`src/rtl/phc_pkg.sv`:
```
package phc_pkg;

   // Kind of work done by the shared multiply-accumulate in one step.
   typedef enum logic [1:0] {
      PHC_OP_TRIM    = 2'd0,
      PHC_OP_HORNER  = 2'd1,
      PHC_OP_WGT_SP  = 2'd2,
      PHC_OP_WGT_N   = 2'd3
   } phc_op_e;

   // Decoded control for one step of the schedule.
   typedef struct packed {
      phc_op_e op;
      logic    chan;        // 0: positive-tempco channel, 1: negative-tempco channel
      logic    first_mul;   // first Horner step, multiplicand is the top coefficient
      logic    last_mul;    // last Horner step of a channel, addend is c0
   } phc_ctl_t;

endpackage

```
`src/rtl/phc_mac.sv`:
```
// Shared multiply-accumulate: y = clamp((a*b) >>> FRAC + c) to DW signed bits.
module phc_mac #(
   parameter int DW            = 24,
   parameter int FRAC          = 20,
   parameter bit ROUND_NEAREST = 1'b0
) (
   input  logic signed [DW:0]   a,
   input  logic signed [DW-1:0] b,
   input  logic signed [DW-1:0] c,
   output logic signed [DW-1:0] y
);
   localparam int PW = 2*DW + 1;

   generate
      if (FRAC < 1 || FRAC >= DW) begin : g_bad_frac
         $error("phc_mac: FRAC must lie in 1..DW-1");
      end
   endgenerate

   logic signed [PW-1:0] prod;
   logic signed [PW-1:0] biased;
   logic signed [PW-1:0] shifted;
   logic signed [PW:0]   sum;
   logic                 ovf_pos;
   logic                 ovf_neg;

   assign prod = a * b;

   generate
      if (ROUND_NEAREST) begin : g_round
         localparam logic signed [PW-1:0] HALF = PW'(1) << (FRAC-1);
         assign biased = prod + HALF;
      end else begin : g_floor
         assign biased = prod;
      end
   endgenerate

   assign shifted = biased >>> FRAC;
   assign sum     = $signed({shifted[PW-1], shifted})
                  + $signed({{(PW+1-DW){c[DW-1]}}, c});

   assign ovf_pos = !sum[PW] && (|sum[PW-1:DW-1]);
   assign ovf_neg =  sum[PW] && !(&sum[PW-1:DW-1]);

   always_comb begin
      if (ovf_pos)      y = {1'b0, {(DW-1){1'b1}}};
      else if (ovf_neg) y = {1'b1, {(DW-1){1'b0}}};
      else              y = sum[DW-1:0];
   end

endmodule

```
`src/rtl/phc_step_dec.sv`:
```
// Maps the step counter onto the operation schedule:
//   channel sp: trim, ORDER Horner steps; channel n: the same; then two weight steps.
module phc_step_dec
   import phc_pkg::*;
#(
   parameter int ORDER = 4,
   parameter int SW    = 4,
   parameter int CIW   = 3
) (
   input  logic [SW-1:0]  step,
   output phc_ctl_t       ctl,
   output logic [CIW-1:0] coef_idx
);
   localparam int SPC = ORDER + 1;

   int s;
   int loc;

   always_comb begin
      s            = int'(step);
      loc          = 0;
      ctl.op       = PHC_OP_TRIM;
      ctl.chan     = 1'b0;
      ctl.first_mul = 1'b0;
      ctl.last_mul = 1'b0;
      coef_idx     = '0;
      if (s < 2*SPC) begin
         if (s < SPC) begin
            loc      = s;
            ctl.chan = 1'b0;
         end else begin
            loc      = s - SPC;
            ctl.chan = 1'b1;
         end
         if (loc != 0) begin
            ctl.op        = PHC_OP_HORNER;
            ctl.first_mul = (loc == 1);
            ctl.last_mul  = (loc == ORDER);
            coef_idx      = CIW'(ORDER - loc);
         end
      end else if (s == 2*SPC) begin
         ctl.op = PHC_OP_WGT_SP;
      end else begin
         ctl.op   = PHC_OP_WGT_N;
         ctl.chan = 1'b1;
      end
   end

endmodule

```
`src/rtl/phc_seq.sv`:
```
// Step sequencer: accepts a sample when idle, walks NSTEP steps, flags overruns.
module phc_seq #(
   parameter int NSTEP = 12,
   parameter int SW    = 4
) (
   input  logic          clk,
   input  logic          rst_n,
   input  logic          in_valid,
   output logic          accept,
   output logic          busy,
   output logic [SW-1:0] step,
   output logic          done,
   output logic          overrun
);
   localparam logic [SW-1:0] LAST = SW'(NSTEP - 1);

   generate
      if (NSTEP < 4 || (1 << SW) < NSTEP) begin : g_bad_seq
         $error("phc_seq: step counter too narrow for NSTEP");
      end
   endgenerate

   logic          busy_q;
   logic [SW-1:0] step_q;
   logic          done_q;
   logic          ovr_q;

   assign accept  = in_valid && !busy_q;
   assign busy    = busy_q;
   assign step    = step_q;
   assign done    = done_q;
   assign overrun = ovr_q;

   always_ff @(posedge clk or negedge rst_n) begin
      if (!rst_n) begin
         busy_q <= 1'b0;
         step_q <= '0;
         done_q <= 1'b0;
         ovr_q  <= 1'b0;
      end else begin
         done_q <= busy_q && (step_q == LAST);
         ovr_q  <= busy_q && in_valid;
         if (accept) begin
            busy_q <= 1'b1;
            step_q <= '0;
         end else if (busy_q) begin
            if (step_q == LAST) begin
               busy_q <= 1'b0;
               step_q <= '0;
            end else begin
               step_q <= step_q + SW'(1);
            end
         end
      end
   end

   // an accepted strobe starts the schedule at step 0
   p_accept_start_r2: assert property (@(posedge clk) disable iff (!rst_n)
      accept |=> (busy && step == '0));

   // the schedule advances by exactly one step per cycle
   p_step_advance_r2: assert property (@(posedge clk) disable iff (!rst_n)
      (busy && step != LAST) |=> (busy && step == SW'($past(step) + SW'(1))));

   // completion is a single-cycle pulse
   p_done_pulse_r6: assert property (@(posedge clk) disable iff (!rst_n)
      done |=> !done);

   // an overrun flag only follows a strobe seen while busy
   p_overrun_cause_r7: assert property (@(posedge clk) disable iff (!rst_n)
      overrun |-> $past(busy && in_valid));

endmodule

```
`src/rtl/dual_phase_combiner.sv`:
```
// Two-channel trim + polynomial linearisation + weighted merge, one shared MAC.
module dual_phase_combiner
   import phc_pkg::*;
#(
   parameter int DW            = 24,
   parameter int FRAC          = 20,
   parameter int ORDER         = 4,
   parameter bit ROUND_NEAREST = 1'b0
) (
   input  logic                       clk,
   input  logic                       rst_n,
   input  logic                       in_valid,
   input  logic signed [DW-1:0]       in_sp,
   input  logic signed [DW-1:0]       in_n,
   input  logic signed [DW-1:0]       off_sp,
   input  logic signed [DW-1:0]       gain_sp,
   input  logic signed [DW-1:0]       off_n,
   input  logic signed [DW-1:0]       gain_n,
   input  logic [(ORDER+1)*DW-1:0]    coef_sp,
   input  logic [(ORDER+1)*DW-1:0]    coef_n,
   input  logic signed [DW-1:0]       wgt_sp,
   input  logic signed [DW-1:0]       wgt_n,
   output logic                       out_valid,
   output logic signed [DW-1:0]       out_err,
   output logic                       busy,
   output logic                       overrun
);
   localparam int NSTEP = 2*(ORDER + 1) + 2;
   localparam int SW    = $clog2(NSTEP);
   localparam int CIW   = (ORDER < 1) ? 1 : $clog2(ORDER + 1);

   generate
      if (ORDER < 1) begin : g_bad_order
         $error("dual_phase_combiner: ORDER must be at least 1");
      end
      if (DW < 4) begin : g_bad_dw
         $error("dual_phase_combiner: DW must be at least 4");
      end
   endgenerate

   // ---------------- coefficient unpacking ----------------
   logic signed [DW-1:0] c_sp [ORDER+1];
   logic signed [DW-1:0] c_n  [ORDER+1];

   generate
      for (genvar i = 0; i <= ORDER; i++) begin : g_unpack
         assign c_sp[i] = coef_sp[i*DW +: DW];
         assign c_n[i]  = coef_n[i*DW +: DW];
      end
   endgenerate

   // ---------------- sequencing ----------------
   logic          accept;
   logic [SW-1:0] step;
   logic          done;
   phc_ctl_t      ctl;
   logic [CIW-1:0] coef_idx;

   phc_seq #(.NSTEP(NSTEP), .SW(SW)) u_seq (
      .clk      (clk),
      .rst_n    (rst_n),
      .in_valid (in_valid),
      .accept   (accept),
      .busy     (busy),
      .step     (step),
      .done     (done),
      .overrun  (overrun)
   );

   phc_step_dec #(.ORDER(ORDER), .SW(SW), .CIW(CIW)) u_dec (
      .step     (step),
      .ctl      (ctl),
      .coef_idx (coef_idx)
   );

   // ---------------- datapath state ----------------
   logic signed [DW-1:0] xs_q;     // captured phase, sp channel
   logic signed [DW-1:0] xn_q;     // captured phase, n channel
   logic signed [DW-1:0] xt_q;     // trimmed phase of the channel in progress
   logic signed [DW-1:0] acc_q;    // Horner accumulator
   logic signed [DW-1:0] part_q;   // p_sp, later the weighted sp term
   logic signed [DW-1:0] err_q;    // published result

   // ---------------- operand selection ----------------
   logic signed [DW:0]   op_a;
   logic signed [DW-1:0] op_b;
   logic signed [DW-1:0] op_c;
   logic signed [DW-1:0] mac_y;
   logic signed [DW-1:0] cur_coef;
   logic signed [DW-1:0] cur_top;

   assign cur_coef = ctl.chan ? c_n[coef_idx] : c_sp[coef_idx];
   assign cur_top  = ctl.chan ? c_n[ORDER]    : c_sp[ORDER];

   always_comb begin
      op_a = '0;
      op_b = '0;
      op_c = '0;
      unique case (ctl.op)
         PHC_OP_TRIM: begin
            if (ctl.chan) begin
               op_a = $signed({xn_q[DW-1], xn_q}) - $signed({off_n[DW-1], off_n});
               op_b = gain_n;
            end else begin
               op_a = $signed({xs_q[DW-1], xs_q}) - $signed({off_sp[DW-1], off_sp});
               op_b = gain_sp;
            end
         end
         PHC_OP_HORNER: begin
            op_a = ctl.first_mul ? {cur_top[DW-1], cur_top} : {acc_q[DW-1], acc_q};
            op_b = xt_q;
            op_c = cur_coef;
         end
         PHC_OP_WGT_SP: begin
            op_a = {wgt_sp[DW-1], wgt_sp};
            op_b = part_q;
         end
         PHC_OP_WGT_N: begin
            op_a = {wgt_n[DW-1], wgt_n};
            op_b = acc_q;
            op_c = part_q;
         end
         default: begin
            op_a = '0;
         end
      endcase
   end

   phc_mac #(.DW(DW), .FRAC(FRAC), .ROUND_NEAREST(ROUND_NEAREST)) u_mac (
      .a (op_a),
      .b (op_b),
      .c (op_c),
      .y (mac_y)
   );

   // ---------------- write-back ----------------
   always_ff @(posedge clk or negedge rst_n) begin
      if (!rst_n) begin
         xs_q   <= '0;
         xn_q   <= '0;
         xt_q   <= '0;
         acc_q  <= '0;
         part_q <= '0;
         err_q  <= '0;
      end else begin
         if (accept) begin
            xs_q <= in_sp;
            xn_q <= in_n;
         end
         if (busy) begin
            unique case (ctl.op)
               PHC_OP_TRIM:   xt_q <= mac_y;
               PHC_OP_HORNER: begin
                  acc_q <= mac_y;
                  if (!ctl.chan && ctl.last_mul) part_q <= mac_y;
               end
               PHC_OP_WGT_SP: part_q <= mac_y;
               PHC_OP_WGT_N:  err_q  <= mac_y;
               default: ;
            endcase
         end
      end
   end

   assign out_valid = done;
   assign out_err   = err_q;

   // the published word only moves together with the valid strobe
   p_hold_result_r9: assert property (@(posedge clk) disable iff (!rst_n)
      !out_valid |-> $stable(out_err));

   // a result appears exactly where the busy window closes
   p_valid_at_end_r6: assert property (@(posedge clk) disable iff (!rst_n)
      out_valid |-> (!busy && $past(busy)));

   // busy falling always delivers a result
   p_end_gives_valid_r6: assert property (@(posedge clk) disable iff (!rst_n)
      $fell(busy) |-> out_valid);

   // captured phase words stay fixed throughout a computation
   p_capture_stable_r2: assert property (@(posedge clk) disable iff (!rst_n)
      (busy && $past(busy)) |-> ($stable(xs_q) && $stable(xn_q)));

   // Horner coefficient index never leaves the coefficient set
   p_coef_index_r4: assert property (@(posedge clk) disable iff (!rst_n)
      (busy && ctl.op == PHC_OP_HORNER) |-> (int'(coef_idx) <= ORDER));

endmodule

```
`config.mk`:
```
export PLATFORM = sky130hd
export DESIGN_NAME = dual_phase_combiner
export DESIGN_NICKNAME = d
export VERILOG_FILES = /design/src/rtl/phc_pkg.sv /design/src/rtl/phc_mac.sv /design/src/rtl/phc_step_dec.sv /design/src/rtl/phc_seq.sv /design/src/rtl/dual_phase_combiner.sv
export SDC_FILE = /design/constraint.sdc
export NUM_CORES = 2
export LEC_CHECK = 0
export CORE_ASPECT_RATIO = 0.9
export CORE_MARGIN = 5
export CORE_UTILIZATION = 40
export CTS_CLUSTER_DIAMETER = 200
export CTS_CLUSTER_SIZE = 16
export DETAILED_ROUTE_END_ITERATION = 16
export DONT_BUFFER_PORTS = 1
export SETUP_SLACK_MARGIN = 0.02
export SLEW_MARGIN = 10
export SYNTH_ARGS = -nofsm -noshare
export SYNTH_HDL_FRONTEND = slang
export SYNTH_HIERARCHICAL = 1
export SYNTH_SLANG_ARGS = --single-unit
```
`constraint.sdc`:
```
create_clock -name clk -period 11.4 [get_ports clk]
set_clock_uncertainty 0.1 [all_clocks]
set_input_delay 2.28 -clock clk [delete_from_list [all_inputs] [get_ports clk]]
set_output_delay 2.28 -clock clk [all_outputs]
set_load 0.01 [all_outputs]
```
After elaboration in Yosys (flattened, before gate mapping)
Index checks and enable logic that the tools add are counted.
{ "totals": {"register_bits": 151, "in_bits": 435} }
{ "op_classes": {"n_bitwise": 1, "order_cmp": 3, "n_eq_ne": 8, "mul": 1, "addsub": 6, "reduce_logical": 20, "muxes": 35} }
{ "op_table": {"columns": ["operator", "count"], "rows": [
  ["24-bit 2-to-1 mux", 10],
  ["24-bit binary-select mux with 3-bit select", 2],
  ["25-bit one-hot mux with 4 select lines", 1],
  ["24-bit one-hot mux with 2 select lines", 2],
  ["24-bit one-hot mux with 4 select lines", 1],
  ["32-bit 2-to-1 mux", 2],
  ["25-bit 2-to-1 mux", 2],
  ["24-bit by 24-bit subtractor with 25-bit output", 2],
  ["25-bit by 24-bit multiplier with 49-bit output", 1],
  ["32-bit by 2-bit equality test with 1-bit output, second input constant", 1],
  ["32-bit by 4-bit equality test with 1-bit output, second input constant", 1],
  ["32-bit nonzero test", 1],
  ["29-bit by 24-bit adder with 30-bit output", 1],
  ["26-bit AND reduction", 1],
  ["26-bit OR reduction", 1],
  ["4-bit 2-to-1 mux", 3],
  ["3-bit 2-to-1 mux", 3],
  ["4-bit equality test, second input constant", 2],
  ["1-bit 2-to-1 mux", 7],
  ["1-bit logical AND", 6],
  ["2-bit AND reduction", 3],
  ["4-bit by 3-bit subtractor with 5-bit output, second input constant", 1],
  ["4-bit by 1-bit adder with 4-bit output, second input constant", 1],
  ["2-bit equality test, second input constant", 2],
  ["12 further kinds", 17]
]} }

Logic depth before layout (Yosys ltp)
{ "logic_depth": {"word_depth": 20, "ltp_mapped": 53, "ltp_nobuf": 49} }

Modules after synthesis
The synthesis kept the hierarchy.
{ "modules_own_cells": {"columns": ["module", "seq_area_each_um2", "instances", "cells_per_inst", "area_per_inst_um2"], "rows": [
  ["phc_mac", 0.0, 1, 2488, 22805.6],
  ["dual_phase_combiner", 3603.5, 1, 1084, 12030.3],
  ["phc_seq", 175.2, 1, 29, 332.8],
  ["phc_step_dec", 0.0, 1, 44, 287.8]
]} }

Worst setup path after synthesis
No wires, ideal clock.
{ "synth_path": {"path_type": "in2reg", "start": "input port off_sp[0]", "end": "register xt_q[7]", "arrival_ns": 12.843, "required_time_ns": 11.234, "path_buffers": 2, "slack_ns": -1.609, "cell_stages": 44, "cell_sequence": "ha_1 > fa_1 > nor2b_4 > o31ai_2 > a41o_1 > o31a_4 > o211ai_4 > a221oi_4 > o211ai_1 > nand3b_1 > clkbuf_1 > nand2_1 > inv_1 > fa_1 > fa_1 > inv_1 > fa_1 > inv_1 > [... 8 more ...] > a21o_1 > a21oi_1 > nand3b_1 > o21ai_2 > o21bai_1 > xor2_1 > ha_1 > buf_2 > a21o_1 > a21oi_1 > nor2_1 > a211oi_2 > a21boi_2 > o41ai_2 > xor2_1 > o41a_4 > o31ai_1 > mux2_2"} }
{ "synth_via": {"elab_chain_cells": 10, "word_cells_on_any_way": 13} }
{ "synth_lines": {"columns": ["item", "line", "text"], "rows": [
  ["start: declaration", "dual_phase_combiner.sv:15", "input logic signed [DW-1:0] off_sp,"],
  ["24-bit by 24-bit subtractor with 25-bit output (*)", "dual_phase_combiner.sv:105", "op_a = $signed({xs_q[DW-1], xs_q}) - $signed({off_sp[DW-1], off_sp});"],
  ["25-bit 2-to-1 mux (*)", "dual_phase_combiner.sv:101", "if (ctl.chan) begin"],
  ["25-bit one-hot mux with 4 select lines (*)", "dual_phase_combiner.sv:99", "unique case (ctl.op)"],
  ["net op_a[24]", "dual_phase_combiner.sv:85", "logic signed [DW:0] op_a;"],
  ["25-bit by 24-bit multiplier with 49-bit output (*)", "phc_mac.sv:27", "assign prod = a * b;"],
  ["29-bit by 24-bit adder with 30-bit output (*)", "phc_mac.sv:40", "+ $signed({{(PW+1-DW){c[DW-1]}}, c});"],
  ["26-bit AND reduction", "phc_mac.sv:43", "assign ovf_neg = sum[PW] && !(&sum[PW-1:DW-1]);"],
  ["1-bit logical NOT", "phc_mac.sv:43", null],
  ["1-bit logical AND", "phc_mac.sv:43", null],
  ["24-bit 2-to-1 mux", "phc_mac.sv:47", "else if (ovf_neg) y = {1'b1, {(DW-1){1'b0}}};"],
  ["24-bit 2-to-1 mux (*)", "phc_mac.sv:46", "if (ovf_pos) y = {1'b0, {(DW-1){1'b1}}};"],
  ["net mac_y[7]", "dual_phase_combiner.sv:88", "logic signed [DW-1:0] mac_y;"],
  ["end signal: assignment", "dual_phase_combiner.sv:152", "PHC_OP_TRIM: xt_q <= mac_y;"],
  ["end: declaration", "dual_phase_combiner.sv:79", "logic signed [DW-1:0] xt_q;"]
]} }
The timed path passes the listed nets; every way through them passes the cells marked *.
A chain may end at the register's enable or synchronous reset.

Worst setup path after layout
{ "layout_path": {"start": "input port off_sp[4]", "end": "register err_q[0] (netlist: out_err[0])"} }
{ "layout_via": {"elab_chain_cells": 10, "word_cells_on_any_way": 13} }
{ "layout_lines": {"columns": ["item", "line", "text"], "rows": [
  ["24-bit by 24-bit subtractor with 25-bit output (*)", "dual_phase_combiner.sv:105", null],
  ["25-bit 2-to-1 mux (*)", "dual_phase_combiner.sv:101", null],
  ["25-bit one-hot mux with 4 select lines (*)", "dual_phase_combiner.sv:99", null],
  ["net op_a[23]", "dual_phase_combiner.sv:85", null],
  ["25-bit by 24-bit multiplier with 49-bit output (*)", "phc_mac.sv:27", null],
  ["29-bit by 24-bit adder with 30-bit output (*)", "phc_mac.sv:40", null],
  ["26-bit AND reduction", "phc_mac.sv:43", null],
  ["1-bit logical NOT", "phc_mac.sv:43", null],
  ["1-bit logical AND", "phc_mac.sv:43", null],
  ["24-bit 2-to-1 mux", "phc_mac.sv:47", null],
  ["24-bit 2-to-1 mux (*)", "phc_mac.sv:46", null],
  ["net mac_y[0]", "dual_phase_combiner.sv:88", null],
  ["end signal: assignment", "dual_phase_combiner.sv:158", "PHC_OP_WGT_N: err_q <= mac_y;"],
  ["end: declaration", "dual_phase_combiner.sv:82", "logic signed [DW-1:0] err_q;"]
]} }
Marks and branches as above.

==> results.toml <==
[cts]
clkLatencyLatePin_ns = 0.47
clock_sinks = 151
cts_tree = "built"
ctsHoldBuffers = 0
cts_made_buffers = 17
clock_path_buffers = 2
clk_pin_slew_ns = 0.07
htree_num_levels = 4
clockRootBuffer = "clkbuf_16"

[cells_and_area]
synthToLayoutAreaGrowth_pct = 21.8
drive_gt1_share_pct = 27.1
final_nets = 5340
finalNonFillerCells = 5236

[sta]
hold_violations = 0
rsz0062_at_grt = "yes"
worst_pin_slew_ns = 1.24
setup_viol = 96
setup_ws_ns = -1.29
finalCritPeriodShare_pct = 111
finalMaxSlewViolations = 0
max_slew_margin_pct = 16.9
post-route-min-period_ns = 12.69
fmax_mhz = 78.8

[setup_path]
crit_path_frequent_cell = "fa_1"
cpMaxStageDelayCell = "o41a_4"
cp-start-kind = "input port"
cp_max_fo = 7
critPathRequiredTime_ns = 11.71
endpoint_kind = "flop"
slowest_delay_ns = 0.61
r2r_start = "u_seq/step[1]"
regToRegSetupSlack_ns = -0.48
arrival_ns = 13.00
path_class = "input port to flop"
rr_endpoint = "out_err[0]"
ff2ff_path_depth = 48

[grt]
grtUsageTotal_pct = 25.4
antenna_found_initial = 19
grt_overflow_total = 0
grt_max_degree = 152
grt_pass1_vias = 29392
grt_pass1_wl_um = 183000

[synthesis]
post-synth-top-area-cell = "fa_1"
ys_warn_count = 6
ys_seq_area_share_pct = 10.7
synth_edf_count = 0
async_flop_share_pct = 100
yosysTopAreaCellShare_pct = 35.6
synthCells = 3645
ys_types = 95
syn_area_per_cell_um2 = 9.73
synth_ff_type = "dfrtp_1"
synth_nets = 4927
synth_seq_cells = 151
synthTopCellsByCount = "inv_1 (677), fa_1 (631), nand2_1 (390), and2_1 (309), ha_1 (216)"
yosys-top-cells-area = "fa_1 (36%), dfrtp_1 (11%), ha_1 (7.6%), inv_1 (7.2%), mux2_2 (6.4%)"
syn_area_mm2 = 0.0355
yosysMostFrequentCell = "inv_1"

[place]
hpwl_um = 102000
port-buffer-count = 0
dp_cells = 5154
gp_congestion = 0.985

[floorplan]
design.core.area_mm2 = 0.0879
io_pins = 462
fp.dieH_um = 292
num_rows = 103
die_x_um = 324
dieArea_mm2 = 0.0947
initial_utilization_pct = 40.3

[route]
drtAntennaViolNets = 0
drcViolationCount = 0
wire_per_inst_um = 22.8
viasPerCell = 5.37
routed_wl_um = 119000
drtIter0Drc = 2078
firstDrtPassIters = 6
via_count = 28140

[min_path]
min-delay-start = "xt_q[10]"
min_path_cells = 1
hp-class = "flop to flop"
holdPathEnd = "xt_q[10]"

[outcome]
failed_checks = "setup timing"
status = "complete, but fails checks"

[run]
max_cap_viol_count = 0
repair_timing:
item / 4_1_cts / 5_1_grt
gates cloned: 3 / 0
resized for setup: 100 / 42
pin swaps: 73 / 37
setup endpoints to repair: 96 / 96
buffers inserted: 35 / 4
worst max-delay path by stage:
stage,start,to,slack [ns]
after floorplan,off_sp[0],part_q[7],-0.92
after global placement,off_sp[12],part_q[0],-1.80
after detailed placement,off_n[6],xt_q[0],-2.01
after CTS,off_sp[0],acc_q[9],-1.13
after global routing,off_sp[0],acc_q[4],-1.67
final,off_sp[4],out_err[0],-1.29
routing by layer:
layer / GRT usage (%) / up-vias / part of all wire [%]
li1: - / 12432 / -
met1: 36.8 / 14597 / 44
met2: 40.1 / 966 / 46
met3: 5.86 / 125 / 8.0
met4: 3.75 / 20 / 1.5
met5: 0 / - / 0.11
placed cells by master (no fill, tap or decap), types with 53 or more instances in the layout:
cell,instances
mux2_2,149
a21oi_1,72
mux4_2,82
xnor2_1,59
and2_1,300
buf_4,515
buf_12,53
dfrtp_1,151
fa_1,611
inv_1,665
nor2_1,85
ha_1,198
o21ai_0,72
nand2_1,379
final cells by class:
type	instances	area, um2
Timing Repair Buffer	579	5080
Inverter	679	2560
Sequential cell	151	3780
Clock inverter	15	205
Antenna cell	10	25.0
Tap cell	1155	1450
Clock buffer	17	425
Multi-Input combinational cell	2630	29600
Fill cell	8160	44700
critical path: cells and delay by family:
family / cells / cell delay (ns)
AO/OA/AOI/OAI: 12 / 2.75
buffers and inverters: 12 / 1.31
adder cells (fa/ha/maj): 10 / 4.52
AND/OR/NAND/NOR: 9 / 1.31
XOR/XNOR: 1 / 0.23
multiplexers: 2 / 0.56
metrics by stage:
step	utilization (%)	hold slack, ns	cell area, um2	setup WS (ns)	TNS [ns]
after floorplan	-	0.376	36200	-0.922	-83.57
after global placement	47.2	0.386	41500	-1.80	-166.74
after detailed placement	47.2	0.393	41500	-2.01	-185.48
after CTS	48.9	0.410	42900	-1.13	-104.08
after global routing	49.1	0.419	43200	-1.67	-154.87
final	49.1	0.403	43200	-1.29	-117.50
cell families (layout without fill, tap and decap cells):
group / count (synthesis) / after routing / synth area share [%]
DFF: 151 / 151 / 10.7
xor gates and xnor gates: 103 / 103 / 2.54
and+or+nand+nor: 936 / 936 / 13.2
muxes: 310 / 310 / 12.4
other: 0 / 10 / 0
adders and majority gates: 847 / 847 / 43.2
AOI/OAI and AO/OA: 434 / 434 / 8.57
buffers and inverters: 864 / 1290 / 9.44
sequential cells by signal (all words and copies together) (netlist names):
name	cells
acc_q	24
out_err	24
part_q	24
xn_q	24
xs_q	24
xt_q	24
u_seq/step	4
u_seq/busy	1
u_seq/done	1
u_seq/overrun	1
Power is left out: the tool's default activity adds up to more than one toggle a clock period on the data nets, which glitch-free logic cannot reach.
